**config.mk**
```make
export PLATFORM = sky130hd
export DESIGN_NAME = ordpf_issuer
export DESIGN_NICKNAME = d
export VERILOG_FILES = /design/src/rtl/ordpf_issuer.sv
export SDC_FILE = /design/constraint.sdc
export NUM_CORES = 1
export LEC_CHECK = 0
export ABC_AREA = 1
export CORE_AREA = 2 2 154 156
export DETAILED_ROUTE_END_ITERATION = 10
export DIE_AREA = 0 0 156 158
export GPL_TIMING_DRIVEN = 0
export PLACE_DENSITY = 0.76
export SLEW_MARGIN = 10
export SYNTH_ARGS = -nofsm -noshare
export SYNTH_HDL_FRONTEND = slang
export SYNTH_SLANG_ARGS = --single-unit
```
**constraint.sdc**
```tcl
create_clock -name clk -period 4.5 [get_ports clk]
set_clock_uncertainty 0.2 [all_clocks]
set_input_delay 1.35 -clock clk [delete_from_list [all_inputs] [get_ports clk]]
set_output_delay 1.35 -clock clk [all_outputs]
set_load 0.02 [all_outputs]
```
**src/rtl/ordpf_issuer.sv**
```systemverilog
`timescale 1ns/1ps
module ordpf_issuer #(
  parameter int AW = 16,
  parameter int QD = 4,
  parameter int NT = 4
) (
  input  logic          clk,
  input  logic          rst_n,
  input  logic          coh_inval,
  input  logic          cand_valid,
  input  logic [1:0]    cand_kind,
  input  logic [AW-1:0] cand_addr,
  input  logic          cand_order_wait,
  input  logic          cand_cachable,
  input  logic          cand_fault,
  output logic          probe_valid,
  output logic [AW-1:0] probe_addr,
  input  logic          probe_hit,
  output logic          mreq_valid,
  output logic [AW-1:0] mreq_addr,
  output logic          mreq_excl,
  input  logic          mrsp_valid,
  input  logic [AW-1:0] mrsp_addr,
  output logic          fill_valid,
  output logic [AW-1:0] fill_addr,
  output logic          fill_excl,
  input  logic          dem_valid,
  input  logic [AW-1:0] dem_addr,
  output logic          dem_merged,
  output logic          dem_done,
  output logic          dem_retry,
  input  logic          snp_valid,
  input  logic          snp_write,
  input  logic [AW-1:0] snp_addr,
  output logic          snp_inval,
  output logic          snp_downgrade
);
  localparam int QW = (QD > 1) ? $clog2(QD) : 1;
  localparam int CW = $clog2(QD + 1);
  localparam int TW = (NT > 1) ? $clog2(NT) : 1;

  logic [AW-1:0] q_addr [QD];
  logic [QD-1:0] q_excl;
  logic [QW-1:0] q_rd, q_wr;
  logic [CW-1:0] q_cnt;

  logic [AW-1:0] t_addr [NT];
  logic [NT-1:0] t_val, t_res, t_excl, t_merg, t_kill;
  logic [NT-1:0] dm, sm, rm, ke, rdsnp;

  logic cand_excl, cand_ok, push, pop, issue, head_match, have_slot;
  logic [TW-1:0] slot;

  function automatic logic [QW-1:0] nxt(input logic [QW-1:0] p);
    return (p == QW'(QD - 1)) ? '0 : p + 1'b1;
  endfunction

  assign cand_excl = (cand_kind != 2'b00);
  assign cand_ok   = cand_valid && cand_order_wait && cand_cachable && !cand_fault &&
                     (!cand_excl || coh_inval);
  assign push      = cand_ok && (q_cnt != CW'(QD));

  assign probe_valid = (q_cnt != '0);
  assign probe_addr  = q_addr[q_rd];

  always_comb begin
    head_match = 1'b0;
    for (int i = 0; i < NT; i++)
      if (t_val[i] && t_addr[i] == probe_addr) head_match = 1'b1;
  end

  always_comb begin
    slot = '0;
    have_slot = 1'b0;
    for (int i = NT - 1; i >= 0; i--)
      if (t_val[i] && t_res[i]) begin slot = TW'(i); have_slot = 1'b1; end
    for (int i = NT - 1; i >= 0; i--)
      if (!t_val[i]) begin slot = TW'(i); have_slot = 1'b1; end
  end

  assign issue = probe_valid && !probe_hit && !head_match && have_slot;
  assign pop   = probe_valid && (probe_hit || head_match || have_slot);

  assign mreq_valid = issue;
  assign mreq_addr  = probe_addr;
  assign mreq_excl  = q_excl[q_rd];

  always_ff @(posedge clk) begin
    if (push) begin
      q_addr[q_wr] <= cand_addr;
      q_excl[q_wr] <= cand_excl;
    end
  end

  always_ff @(posedge clk) begin
    if (!rst_n) begin
      q_rd  <= '0;
      q_wr  <= '0;
      q_cnt <= '0;
    end else begin
      if (push) q_wr <= nxt(q_wr);
      if (pop)  q_rd <= nxt(q_rd);
      case ({push, pop})
        2'b10:   q_cnt <= q_cnt + 1'b1;
        2'b01:   q_cnt <= q_cnt - 1'b1;
        default: q_cnt <= q_cnt;
      endcase
    end
  end

  always_comb begin
    for (int i = 0; i < NT; i++) begin
      dm[i]    = dem_valid  && t_val[i] && t_addr[i] == dem_addr;
      sm[i]    = snp_valid  && t_val[i] && t_addr[i] == snp_addr;
      rm[i]    = mrsp_valid && t_val[i] && !t_res[i] && t_addr[i] == mrsp_addr;
      ke[i]    = t_kill[i] || (sm[i] && snp_write);
      rdsnp[i] = sm[i] && !snp_write;
    end
  end

  assign dem_merged    = |(dm & ~t_res);
  assign fill_valid    = |(rm & ~ke);
  assign fill_addr     = mrsp_addr;
  assign fill_excl     = |(rm & ~ke & t_excl & ~rdsnp);
  assign dem_done      = |(rm & ~ke & (t_merg | dm));
  assign dem_retry     = |(rm & ke & (t_merg | dm));
  assign snp_inval     = snp_write && |(sm & t_res);
  assign snp_downgrade = !snp_write && |(sm & t_res & t_excl);

  always_ff @(posedge clk) begin
    if (!rst_n) begin
      t_val  <= '0;
      t_res  <= '0;
      t_excl <= '0;
      t_merg <= '0;
      t_kill <= '0;
      for (int i = 0; i < NT; i++) t_addr[i] <= '0;
    end else begin
      for (int i = 0; i < NT; i++) begin
        if (rm[i]) begin
          if (ke[i] || t_merg[i] || dm[i]) begin
            t_val[i] <= 1'b0;
          end else begin
            t_res[i]  <= 1'b1;
            t_excl[i] <= t_excl[i] && !rdsnp[i];
          end
        end else if (t_res[i]) begin
          if (dm[i] || (sm[i] && snp_write)) t_val[i] <= 1'b0;
          else if (rdsnp[i])                 t_excl[i] <= 1'b0;
        end else if (t_val[i]) begin
          if (dm[i])                t_merg[i] <= 1'b1;
          if (sm[i] && snp_write)   t_kill[i] <= 1'b1;
          if (rdsnp[i])             t_excl[i] <= 1'b0;
        end
        if (issue && slot == TW'(i)) begin
          t_val[i]  <= 1'b1;
          t_res[i]  <= 1'b0;
          t_addr[i] <= probe_addr;
          t_excl[i] <= q_excl[q_rd];
          t_merg[i] <= 1'b0;
          t_kill[i] <= 1'b0;
        end
      end
    end
  end
endmodule

```
## Yosys cells after proc, flatten, opt, wreduce, memory -nomap -nowiden

Memory sizes are Yosys's and may differ from the RTL's. A register that Yosys moved wholly into a read port is not among the register bits.
Cells that the tools add are included.

- Bits in registers: 31
- Memories: 2
- Input bits: 78
- Output and inout port bits: 58
- RAM bits: 128

Memory list:

| name | depth | width | read ports | clocked after Yosys merged registers in | write ports | line | text |
|---|---|---|---|---|---|---|---|
| q_addr | 4 | 16 | 1 | 1 | 1 | 42 | `logic [AW-1:0] q_addr [QD];` |
| t_addr | 4 | 16 | 4 | 0 | 4 | 47 | `logic [AW-1:0] t_addr [NT];` |

- Bitwise operators: 30
- Reduce and logical (&&, ||, !) cells: 143
- Equality and inequality tests: 36
- Order comparisons: 3
- Mux-type cells: 97
- $add $sub $neg: 4

Operators with widths:

| cell | number |
|---|---|
| $eq 16x16->1 | 16 |
| $mux 1 | 77 |
| $logic_and 1x1->1 | 64 |
| $mux 16 | 4 |
| $and 4x4->4 | 9 |
| $reduce_and 4->1 | 8 |
| $reduce_or 4->1 | 7 |
| $reduce_bool 3->1 | 9 |
| $mux 2 | 12 |
| $reduce_and 3->1 | 8 |
| $logic_or 1x1->1 | 19 |
| $ne 4x3->1 const B | 4 |
| $reduce_bool 4->1 | 4 |
| $logic_not 1->1 | 13 |
| $not 1->1 | 13 |
| $ne 3x1->1 const B | 4 |
| $ne 3x2->1 const B | 4 |
| $not 4->4 | 3 |
| $eq 2x2->1 const B | 5 |
| $reduce_and 2->1 | 4 |
| $reduce_or 2->1 | 4 |
| $lt 2x3->1 const B | 2 |
| $pmux 3 s2 | 1 |
| $add 2x1->2 const B | 2 |
| 12 further kinds | 17 |

## Logic depth before layout (Yosys ltp)

Gate-level depths: netlist (run 1).

- Depth after elaboration: 15
- Depth in mapped cells: 25
- Gate-level depth less buffers: 23

## Least setup slack after synthesis (run 1)

OpenSTA, ideal clock, no wires.

- Path kind: input to output
- Start point: input port mrsp_addr[4]
- End point: output port fill_excl
- Data arrival time: 3.084 ns
- Cell stages on the path: 9
- Setup slack: -0.134 ns
- Required time: 2.950 ns
- Path buffers: 1
- Cell sequence: clkbuf_1 -> xor2_1 -> nor2_1 -> nand2_1 -> nor2_1 -> nand3_1 -> inv_1 -> o21ai_0 -> o311ai_0

- Longest elaborated chain between the ends: 6
- Elaborated cells between the ends (all ways): 12

Ends and longest elaborated chain:

| element | line | text |
|---|---|---|
| from (decl) | 23 | `input logic [AW-1:0] mrsp_addr,` |
| $eq 16x16->1 | 115 | `rm[i] = mrsp_valid && t_val[i] && !t_res[i] && t_addr[i] == mrsp_addr;` |
| $logic_and 1x1->1 | 115 |  |
| $and 4x4->4 (*) (3 in a row) | 124 | `assign fill_excl = \|(rm & ~ke & t_excl & ~rdsnp);` |
| $reduce_or 4->1 (*) | 124 |  |
| to (decl) | 26 | `output logic fill_excl,` |

Every way passes the cells marked *; elsewhere a longest branch is shown, timed or not.

## Final worst setup path (run 1)

- Start point: input port mrsp_addr[12]
- End point: output port fill_excl

Same word-level chain as after synthesis.

==> metrics.md, run 1 <==
| Metric | Value |
|---|---|
| Status | `finished, violations left` |
| Failing checks | `setup timing` |
| HPWL Detailed | `36,900 um` |
| Simple-gate share of the synthesized area | `35.2%` |
| RSZ-0062 raised after global routing | `yes` |
| Fraction of layout cells with a size suffix above 1 | `~24%` |
| Clk root buf | `clkbuf_16` |
| Clk slew on worst S/H paths | `0.08 ns` |
| Clock power share | `21.2%` |
| Area growth syn-to-layout | `29.2%` |
| Sink Count | `161` |
| Critical path's largest stage delay | `~0.43 ns` |
| Die Wd | `156 um` |
| Sequential area share after synthesis | `39.9%` |
| TritonCTS clock tree | `done` |
| Worst Min Path Start | `q_cnt[2]$_SDFFE_PN0P_` |
| Yosys reg bits | `between 150 and 200` |
| Slew @ Worst Pin | `1.18 ns` |
| Async set-or-reset flop fraction in the synthesized netlist | `0%` |
| H-tree depth | `4` |
| Synth warn | `0` |
| Synth Instances | `1,523` |
| Final instance area | `between 10,000 and 15,000 um^2` |
| Ports | `roughly 140` |
| Final global-route overflow total | `0` |
| ANT nets after route | `0` |
| R2r endpoint | `t_excl[0]$_SDFFE_PN0P_` |
| Syn avg cell area | `roughly 7.5 um^2` |
| Routed via count | `12.0k` |
| Crit path DAT | `between 3 and 4 ns` |
| Clock Latency Late Sink | `0.45 ns` |
| Pwr Density | `about 470 nW/um^2` |
| Critical path cell sequence | `buf_2, xor2_1, nor2_1, nand2_1, nor2_4, nand3_4, inv_2, o211ai_1, nor2_1, nor2_1, o311ai_2, buf_4` |
| Sequential cell area | `between 4000 and 5000 um^2` |
| Reg2reg start | `t_addr[0][5]$_SDFFCE_PN0P_` |
| Drt pass-1 iters | `8` |
| Synthesized Nets | `1,608` |
| Final WS setup | `-0.225 ns` |
| Commonest non-fill, non-tap cell in the layout | `nand2_1` |
| Fin nets | `about 1.8k` |
| Crit path time final | `4.72 ns` |
| DRC | `0` |
| Overall routed net length | `48,700 um` |
| Kind of cell adding the most delay to the critical path | `simple AND/OR/NAND/NOR gates` |
| Crit. End Element | `output port` |
| Vias in the first global route | `11.0k` |
| Synth Area in Adders | `0.835%` |
| Hold Path Depth | `2` |
| Initial Util | `between 40% and 50%` |
| Post-synthesis mux area share | `0%` |
| Largest net degree at the start of global routing | `20` |
| Tot GR Track Use | `between 30 and 40%` |
| Max-slew headroom | `20.9%` |
| IR drop worst, VDD | `0.000455 V` |
| CTS Buffer Depth | `2` |
| Cells on worst reg2reg path | `27` |
| Placed Area | `13,100 um^2` |
| Die area | `24,600 um^2` |
| Initial antenna violation count | `0` |
| Min-Delay Endpoint | `q_cnt[2]$_SDFFE_PN0P_` |
| CTS buffer count | `17` |
| Fmax | `212 MHz` |
| P_leak | `6.24 nW` |
| Sequential Power Share | `28.5%` |
| Die Ht | `158 um` |
| Filler cells | `1,989` |
| Fin. max-slew vios | `0` |
| Worst R2R Setup Slack | `0.28 ns` |
| Min Hold Slack | `roughly 0.3 ns` |
| Switching component of the power | `3.16 mW` |
| Total power | `6.94 mW` |
| Max Cap Violations | `0` |
| Hold buffer count at CTS | `0` |
| Prevailing post-synth register cell | `edfxtp_1` |
| Post-Synthesis Cell Area | `about 11,000 um^2` |
| Vias per inst | `5.88` |
| Setup TNS | `-0.337 ns` |
| Complex-gate fraction of the synthesized area | `6.99%` |
| GPL Wtd Cong | `~1.1` |
| Largest family of logic cells by synthesized area | `simple AND/OR/NAND/NOR gates` |
| Worst setup SP type | `input pin` |
| N_diodes | `0` |
| IO buf count | `126` |
| Initial DRC count | `1,637` |
| Final Hold Vio Count | `0` |
| Core area | `23,100 um^2` |
| Synth Area in XOR/XNOR | `approximately 6.6%` |
| Netlist cell types | `48` |
| Crit path max fanout | `5` |
| First-pass GRT wire length | `68,000 um` |
| Row count | `56` |
| Setup violators final | `5` |
| CP Buf/Inv Count | `3` |
| Multi-input logic area | `between 6000 and 7000 um^2` |
| Fin crit share | `105%` |
| Drt wl/cell | `24.0 um` |
| CP max-delay cell | `xor2_1` |
| Hold crit path type | `flop to flop` |
| Cell Int Power | `3.78 mW` |
| Most frequent cells in the layout | `nand2_1 (404), nor2_1 (161), inv_1 (133), edfxtp_1 (132), buf_4 (101)` |
| Crit Path Category | `input pin to output port` |
| Gate power share | `50.3%` |
| Pre-CTS setup slack | `-1.55 ns` |
| Post-synth EDFFs | `132` |
| Switching fraction of total power | `45.6%` |
| Worst Path Required | `2.95 ns` |
| CP dominant cell by count | `nor2_1` |
[area by class of cell]
cell class | instances | area share (%)
repair buffers | 190 | 11.8
plain buffers | 74 | 3.75
multi-input cells | 1113 | 42.3
clock inverters | 15 | 1.06
inverters | 175 | 4.88
well taps | 290 | 2.47
flip-flops and latches | 161 | 30.9
clock buffers | 17 | 2.89
[worst reg2reg max path: cells and delay by family (launching register included)]
kind / cells / cell delay [ns]
and+or+nand+nor: 10 / 0.80
DFF: 1 / 0.74
buffers and inverters: 15 / 2.00
AOI/OAI and AO/OA: 2 / 0.37
[per-layer routing]
layer / wire length (um) / GRT usage, % / part of all wire (%)
met1: 18100 / 48.8 / 37
met5: 0 / 0 / 0
met2: 22200 / 62.2 / 46
met4: 3180 / 21.5 / 6.5
met3: 5230 / 7.97 / 11
[power by group through the flow]
stage | clock, mW | sequential [mW] | combinational [mW]
detailed placement | 0 | 1.97 | 3.18
global placement | 0 | 1.97 | 3.13
global route | 1.53 | 1.98 | 3.71
CTS | 1.46 | 1.95 | 3.30
floorplan | 0 | 1.87 | 2.06
finish | 1.47 | 1.98 | 3.49
[cells in the mapped netlist (2+ instances only)]
master,n,area share [%]
nand2_2,10,0.55
o21ai_1,7,0.31
nor3b_1,2,0.13
nand4_1,53,2.9
ha_1,6,0.66
clkbuf_1,23,0.76
edfxtp_1,132,35
nor2_2,36,2.0
a31oi_1,3,0.16
nand2_1,423,14
o21a_1,2,0.13
inv_1,164,5.4
nand3b_1,10,0.66
nor3_1,30,1.3
inv_6,2,0.15
nor2_1,192,6.3
or2_2,2,0.11
xnor2_1,36,2.8
o21ai_0,64,2.8
xor2_1,50,3.8
a21oi_1,21,0.92
nand3_2,19,1.7
o221ai_1,3,0.23
buf_4,37,2.4
buf_6,14,1.4
o211ai_1,7,0.46
inv_2,8,0.26
nand3_4,4,0.62
nand2_4,7,0.69
o22ai_1,26,1.4
dfxtp_1,29,5.1
nand3_1,85,3.7
[logic make-up (layout without fill, tap and decap cells)]
family,Yosys count,in the layout
DFF,161,161
xor gates and xnor gates,86,86
buffers and inverters,250,471
AOI/OAI and AO/OA,140,140
and+or+nand+nor,879,880
adders and majority gates,7,7
[worst max path at each step]
stage | start | to | slack (ns) | cells past startpoint
after floorplan | mrsp_addr[4] | fill_excl | 0.11 | 9
after global placement | mrsp_addr[1] | fill_excl | -1.53 | 13
after detailed placement | mrsp_addr[1] | fill_excl | -1.55 | 13
after CTS | mrsp_addr[7] | fill_excl | -0.03 | 10
after global routing | snp_addr[13] | fill_excl | -0.22 | 13
final | mrsp_addr[12] | fill_excl | -0.22 | 12
[registers in the layout, summed over array words and instances (netlist names), named ones only]
| name | count |
|---|---|
| q_wr | 2 |
| t_kill | 4 |
| q_addr | 64 |
| t_merg | 4 |
| q_cnt | 3 |
| t_addr | 64 |
| t_val | 4 |
| q_excl | 4 |
| t_excl | 4 |
| t_res | 4 |
| q_rd | 2 |
[timing repair]
item                                   4_1_cts  5_1_grt
buffers inserted                            42       20
resized for setup                          352      121
pin swaps                                   44       64
gates cloned                                 0        1
setup endpoints to repair                    8        8
endpoints found under the hold margin        0        0
[stage by stage]
step | std cells | util (%)
2_1_floorplan | 1523 | -
3_3_place_gp | 1939 | 56.4
3_5_place_dp | 1943 | 56.7
4_1_cts | 2016 | 62.1
5_1_grt | 2035 | 63.8
6_report | 2035 | 63.8
Note: power is estimated with default switching activity, not from simulation.
==> run 2, diff against run 1 <==
CORE_AREA = 2 2 163 165   (was 2 2 154 156)
DIE_AREA = 0 0 165 167   (was 0 0 156 158)
PLACE_DENSITY = 0.7   (was 0.76)
==> run 2 against run 1 <==
Effect of this change: the flow still finishes with violations (setup timing); via count decreased by 0.60%; count of clock-buffer cells in the layout stayed put; sequential share of layout area decreased by 0.46 points; critical path type is now flop to output port.
==> metrics.md, run 2 (synthesis gave the netlist of run 1 again) <==
| Metric | Value |
|---|---|
| Final instance area | `14,900 um^2 (+1.5%)` |
| Placed Area | `13,100 um^2 (+0.43%)` |
| Failing checks | `setup timing` |
| Critical path's largest stage delay | `0.69 ns (+0.26 ns)` |
| Clk root buf | `clkbuf_16` |
| Sequential cell area | `4540 um^2 (unchanged)` |
| Overall routed net length | `49,800 um (+2.1%)` |
| Crit. End Element | `output port` |
| Slew @ Worst Pin | `1.20 ns (+0.0177 ns)` |
| Final WS setup | `-0.128 ns (+0.0968 ns)` |
| Pwr Density | `463 nW/um^2 (-2.0%)` |
| Sink Count | `161 (unchanged)` |
| Setup TNS | `-0.298 ns (+0.0388 ns)` |
| Vias in the first global route | `11.2k (+2.0%)` |
| Critical path cell sequence | `clkinvlp_4, o21ai_1, inv_1, nand4_1, nor2_4, nand3_4, nor2_4, nor2_1, inv_1, nor2_1, nor2_1, o311ai_1, buf_2` |
| IO buf count | `126 (unchanged)` |
| Kind of cell adding the most delay to the critical path | `buffers and inverters` |
| CP max-delay cell | `edfxtp_1` |
| Die Wd | `165 um (+5.8%)` |
| Crit path DAT | `3.08 ns (-0.09 ns)` |
| RSZ-0062 raised after global routing | `yes` |
| Fin nets | `1,822 (+0.28%)` |
| Initial antenna violation count | `0 (unchanged)` |
| Multi-input logic area | `6310 um^2 (+1.5%)` |
| Crit path time final | `4.63 ns (-0.0968 ns)` |
| Row count | `59 (+5.4%)` |
| DRC | `0 (unchanged)` |
| HPWL Detailed | `38,200 um (+3.4%)` |
| Drt wl/cell | `23.9 um (-0.34%)` |
| TritonCTS clock tree | `done` |
| First-pass GRT wire length | `71,300 um (+4.9%)` |
| N_diodes | `0 (unchanged)` |
| Most frequent cells in the layout | `nand2_1 (403), nor2_1 (156), inv_1 (134), edfxtp_1 (132), buf_4 (109)` |
| Fin crit share | `103% (-2.2 points)` |
| Crit Path Category | `flop to output port` |
| Initial Util | `44.2% (-5.2 points)` |
| Fmax | `216 MHz (+2.1%)` |
| ANT nets after route | `0 (unchanged)` |
| Status | `finished, violations left` |
| Biggest regs | `q_addr (64), t_addr (64)` |
| Largest net degree at the start of global routing | `20 (unchanged)` |
| Initial DRC count | `1,433 (-12%)` |
| Max Cap Violations | `0 (unchanged)` |
| Hold crit path type | `flop to flop` |
| P_leak | `6.30 nW (+1.0%)` |
| Drt pass-1 iters | `6 (-2)` |
| Ports | `136 (unchanged)` |
| Fraction of layout cells with a size suffix above 1 | `25.3% (+0.79 points)` |
| Fin. max-slew vios | `0 (unchanged)` |
| IR drop worst, VDD | `0.000304 V (-33%)` |
| Worst Path Required | `2.95 ns (about the same)` |
| Clk slew on worst S/H paths | `0.07 ns (about the same)` |
| Fin util | `58.0% (-5.9 points)` |
| Vias per inst | `5.70 (-3.0%)` |
| Setup violators final | `6 (+1)` |
| Final Hold Vio Count | `0 (unchanged)` |
| CTS buffer count | `17 (unchanged)` |
| CTS Buffer Depth | `2 (unchanged)` |
| Core area | `25,800 um^2 (+12%)` |
| Final global-route overflow total | `0 (unchanged)` |
| CP dominant cell by count | `nor2_1` |
| CP Buf/Inv Count | `4 (+1)` |
| GPL Wtd Cong | `1.05 (-3.6%)` |
| Commonest non-fill, non-tap cell in the layout | `nand2_1` |
| Crit path max fanout | `5 (unchanged)` |
| Die area | `27,600 um^2 (+12%)` |
| Area growth syn-to-layout | `31.2%` |
| Routed via count | `11.9k (-0.60%)` |
| Filler cells | `2,420 (+22%)` |
| Clock Latency Late Sink | `0.43 ns (-0.02 ns)` |
| Tot GR Track Use | `36.1% (-2.5 points)` |
| Max-slew headroom | `19.8% (-1.2 points)` |
| Hold buffer count at CTS | `0 (unchanged)` |
| H-tree depth | `4 (unchanged)` |
| Worst setup SP type | `flop` |
| Die Ht | `167 um (+5.7%)` |
-- run 2: report_power, final --
| part | switching, mW | internal, mW | leakage (nW) |
|---|---|---|---|
| sequential | 0.223 | 1.75 | 1.51 |
| combinational | 2.18 | 1.28 | 4.50 |
| clock | 0.728 | 0.749 | 0.290 |
| total | 3.13 | 3.78 | 6.30 |
-- run 2: area by class of cell --
cell class | count | area share (%)
Buffer | 75 | 3.70
Clock buffer | 17 | 2.85
Clock inverter | 15 | 1.10
Inverter | 175 | 4.85
Multi-Input combinational cell | 1112 | 42.3
Sequential cell | 161 | 30.4
Tap cell | 335 | 2.81
Timing Repair Buffer | 195 | 12.0
-- run 2: path summary, 6_finish.rpt --
path | endpoint | startpoint | cells after the start | slack, ns
setup / recovery | fill_excl | t_addr[1][10]$_SDFFCE_PN0P_ | 13 | -0.13
hold / removal | q_cnt[2]$_SDFFE_PN0P_ | q_cnt[2]$_SDFFE_PN0P_ | 2 | 0.30
setup reg to reg | t_kill[0]$_SDFFE_PP0P_ | t_addr[0][3]$_SDFFCE_PN0P_ | 29 | -0.04
hold reg to reg | q_cnt[2]$_SDFFE_PN0P_ | q_cnt[2]$_SDFFE_PN0P_ | 2 | 0.30
-- run 2: what timing repair did --
| item | 4_1_cts | 5_1_grt |
|---|---|---|
| endpoints found under the setup margin | 8 | 9 |
| buffers inserted | 36 | 29 |
| gates resized for setup | 323 | 180 |
| pin swaps | 32 | 67 |
| hold endpoints to repair | 0 | 0 |
-- run 2: per-layer routing --
layer / track usage [%] / part of all wire (%) / vias to the layer above / wire [um]
li1: - / - / 5403 / -
met1: 47.1 / 39 / 5655 / 19500
met2: 56.9 / 46 / 699 / 23000
met5: 0 / 0 / - / 0
met4: 17.7 / 5.6 / 0 / 2810
met3: 7.27 / 9.0 / 134 / 4480
-- run 2: stage by stage --
stage | total power, mW | setup WS [ns] | hold WS [ns] | std cells
floorplan | 3.94 | 0.109 | 0.252 | 1523
global placement | 5.13 | -1.75 | 0.274 | 1984
detailed placement | 5.17 | -1.77 | 0.289 | 1988
CTS | 6.73 | -0.0984 | 0.303 | 2056
global route | 7.24 | -0.176 | 0.333 | 2085
finish | 6.91 | -0.128 | 0.304 | 2085
-- run 2: worst reg2reg max path, delay by kind of cell (launching register included) --
| kind | cells | cell delay [ns] |
|---|---|---|
| buffers and inverters | 20 | 2.63 |
| AND/OR/NAND/NOR | 7 | 0.60 |
| AO/OA/AOI/OAI | 2 | 0.30 |
| flip-flops | 1 | 0.67 |
==> run 3, diff against run 2 <==
PLACE_DENSITY = 0.66   (was 0.7)
==> run 3 against run 2 <==
Effect of this change: the run still ends with setup timing left; worst setup slack improved by 0.059 ns; clock power about the same; sequential power about the same; critical endpoint unchanged; largest cell class unchanged; flip-flop and latch count unchanged; cell count decreased by 0.43%; hold slack improved by 0.00058 ns; sequential share of layout area increased by 0.34 points; count of clock-buffer cells in the layout increased by 2; combinational power decreased by 1%; first-iteration DRC count decreased by 10%; global-route usage decreased by 0.15 points; critical path type is now input pin to output port.
==> metrics.md, run 3 (synthesis gave the netlist of run 1 again) <==
| Metric | Value |
|---|---|
| Status | `finished, violations left` |
| Failing checks | `setup timing` |
| Slew @ Worst Pin | `1.18 ns (-0.0226 ns)` |
| Most frequent cells in the layout | `nand2_1 (401), nor2_1 (155), inv_1 (133), edfxtp_1 (132), buf_4 (100)` |
| Initial Util | `44.2% (unchanged)` |
| Crit Path Category | `input pin to output port` |
| CP max-delay cell | `nor2_4` |
| Kind of cell adding the most delay to the critical path | `simple AND/OR/NAND/NOR gates` |
| Largest net degree at the start of global routing | `20 (unchanged)` |
| Critical path cell sequence | `buf_8, nand2_4, a21oi_4, nand4_1, nor2_4, nand3_4, o211ai_1, nor2_1, nor2_1, o311ai_1, buf_2` |
| HPWL Detailed | `38,000 um (-0.48%)` |
| IO buf count | `126 (unchanged)` |
| Core area | `25,800 um^2 (unchanged)` |
| Fraction of layout cells with a size suffix above 1 | `25.1% (-0.16 points)` |
| Clk root buf | `clkbuf_16` |
| Setup violators final | `2 (-4)` |
| ANT nets after route | `0 (unchanged)` |
| CTS Buffer Depth | `2 (unchanged)` |
| TritonCTS clock tree | `done` |
| Fin crit share | `102% (-1.3 points)` |
| Hold crit path type | `flop to flop` |
| GPL Wtd Cong | `1.01 (-4.3%)` |
| Final global-route overflow total | `0 (unchanged)` |
| Drt wl/cell | `23.9 um (about the same)` |
| Initial DRC count | `1,288 (-10%)` |
| Crit path time final | `4.57 ns (-0.0593 ns)` |
| Fin util | `57.3% (-0.64 points)` |
| Hold buffer count at CTS | `0 (unchanged)` |
| N_diodes | `0 (unchanged)` |
| Pre-CTS setup slack | `-1.54 ns (+0.227 ns)` |
| Crit path max fanout | `4 (-1)` |
| P_leak | `6.24 nW (-0.99%)` |
| Fmax | `219 MHz (+1.3%)` |
| Clock Latency Late Sink | `0.44 ns (about the same)` |
| Drt pass-1 iters | `7 (+1)` |
| Vias per inst | `5.63 (-1.2%)` |
| Dpl cells | `1,988 (unchanged)` |
| Final Hold Vio Count | `0 (unchanged)` |
| Final WS setup | `-0.0687 ns (+0.0593 ns)` |
| CTS buffer count | `17 (unchanged)` |
| Min Hold Slack | `0.304 ns (+0.000583 ns)` |
| Clk slew on worst S/H paths | `0.08 ns (about the same)` |
| Die area | `27,600 um^2 (unchanged)` |
| First-pass GRT wire length | `71,400 um (+0.15%)` |
| Commonest non-fill, non-tap cell in the layout | `nand2_1` |
| Initial antenna violation count | `0 (unchanged)` |
| Worst setup SP type | `input pin` |
| CP dominant cell by count | `nor2_1` |
| Max Cap Violations | `0 (unchanged)` |
| Filler cells | `2,454 (+1.4%)` |
| Fin. max-slew vios | `0 (unchanged)` |
| Max-slew headroom | `21.3% (+1.5 points)` |
| CP Buf/Inv Count | `2 (-2)` |
| Die Wd | `165 um (unchanged)` |
| Crit path DAT | `3.02 ns (-0.06 ns)` |
| Die Ht | `167 um (unchanged)` |
| Crit. End Element | `output port` |
| Fin nets | `1,813 (-0.49%)` |
| Ports | `136 (unchanged)` |
| Area growth syn-to-layout | `29.7%` |
| Final Instance Count excl. Fillers | `2,076 (-0.43%)` |
| Worst Path Required | `2.95 ns (about the same)` |
| Total power | `6.85 mW (-0.86%)` |
| Pwr Density | `464 nW/um^2 (+0.24%)` |
| H-tree depth | `4 (unchanged)` |
| IR drop worst, VDD | `0.000314 V (+3.0%)` |
| Row count | `59 (unchanged)` |
| Vias in the first global route | `11.2k (-0.43%)` |
| Tot GR Track Use | `35.9% (-0.15 points)` |
| Sink Count | `161 (unchanged)` |
| Routed via count | `11.7k (-1.7%)` |
| Critical path's largest stage delay | `0.27 ns (-0.42 ns)` |
| Overall routed net length | `49,600 um (-0.45%)` |
| DRC | `0 (unchanged)` |
| RSZ-0062 raised after global routing | `yes` |
| Biggest regs | `q_addr (64), t_addr (64)` |
-- run 3: path summary, 6_finish.rpt --
check	slack, ns	depth (start not counted)	startpoint	endpoint
min	0.30	2	q_cnt[2]$_SDFFE_PN0P_	q_cnt[2]$_SDFFE_PN0P_
max reg2reg	0.79	22	flop	q_cnt[2]$_SDFFE_PN0P_
min reg2reg	0.30	2	q_cnt[2]$_SDFFE_PN0P_	q_cnt[2]$_SDFFE_PN0P_
max	-0.07	11	snp_valid	fill_excl
-- run 3: stage by stage --
step                setup TNS (ns)  cell area, um^2
floorplan                        0            11400
global placement             -9.67            13100
detailed placement           -9.52            13100
CTS                        -0.0360            14300
global route                -0.250            14800
finish                     -0.0706            14800
-- run 3: cell type report --
cell class / instances / area (um^2) / area share, %
plain buffers: 75 / 556 / 3.76
clock buffers: 19 / 454 / 3.08
clock inverters: 13 / 113 / 0.763
inverters: 175 / 734 / 4.97
multi-input cells: 1112 / 6270 / 42.4
flip-flops and latches: 161 / 4540 / 30.8
well taps: 335 / 419 / 2.84
repair buffers: 186 / 1680 / 11.4
-- run 3: repair_timing --
action,CTS,global route
buffers inserted,32,25
endpoints found under the setup margin,8,8
resized for setup,358,167
pin swaps,47,72
-- run 3: routing by layer --
| layer | routed length [um] | up-vias | global-route usage [%] | share of wire [%] |
|---|---|---|---|---|
| met2 | 22500 | 635 | 56.5 | 45 |
| li1 | - | 5376 | - | - |
| met4 | 3300 | 0 | 19.6 | 6.7 |
| met5 | 0 | - | 0 | 0 |
| met1 | 19200 | 5521 | 46.7 | 39 |
| met3 | 4550 | 160 | 6.60 | 9.2 |
-- run 3: worst register-to-register path, delay by kind of cell (launching register included) --
kind                       cells  cell delay [ns]
DFF                            1             0.33
adders and majority gates      2             0.51
AOI/OAI and AO/OA              4             0.47
buffers and inverters          6             0.76
and+or+nand+nor               10             1.32
-- run 3: power by group --
group | internal, mW | switching, mW | total (mW) | leakage (nW)
registers | 1.75 | 0.198 | 1.95 | 1.51
logic | 1.28 | 2.13 | 3.41 | 4.45
clock network | 0.762 | 0.728 | 1.49 | 0.277
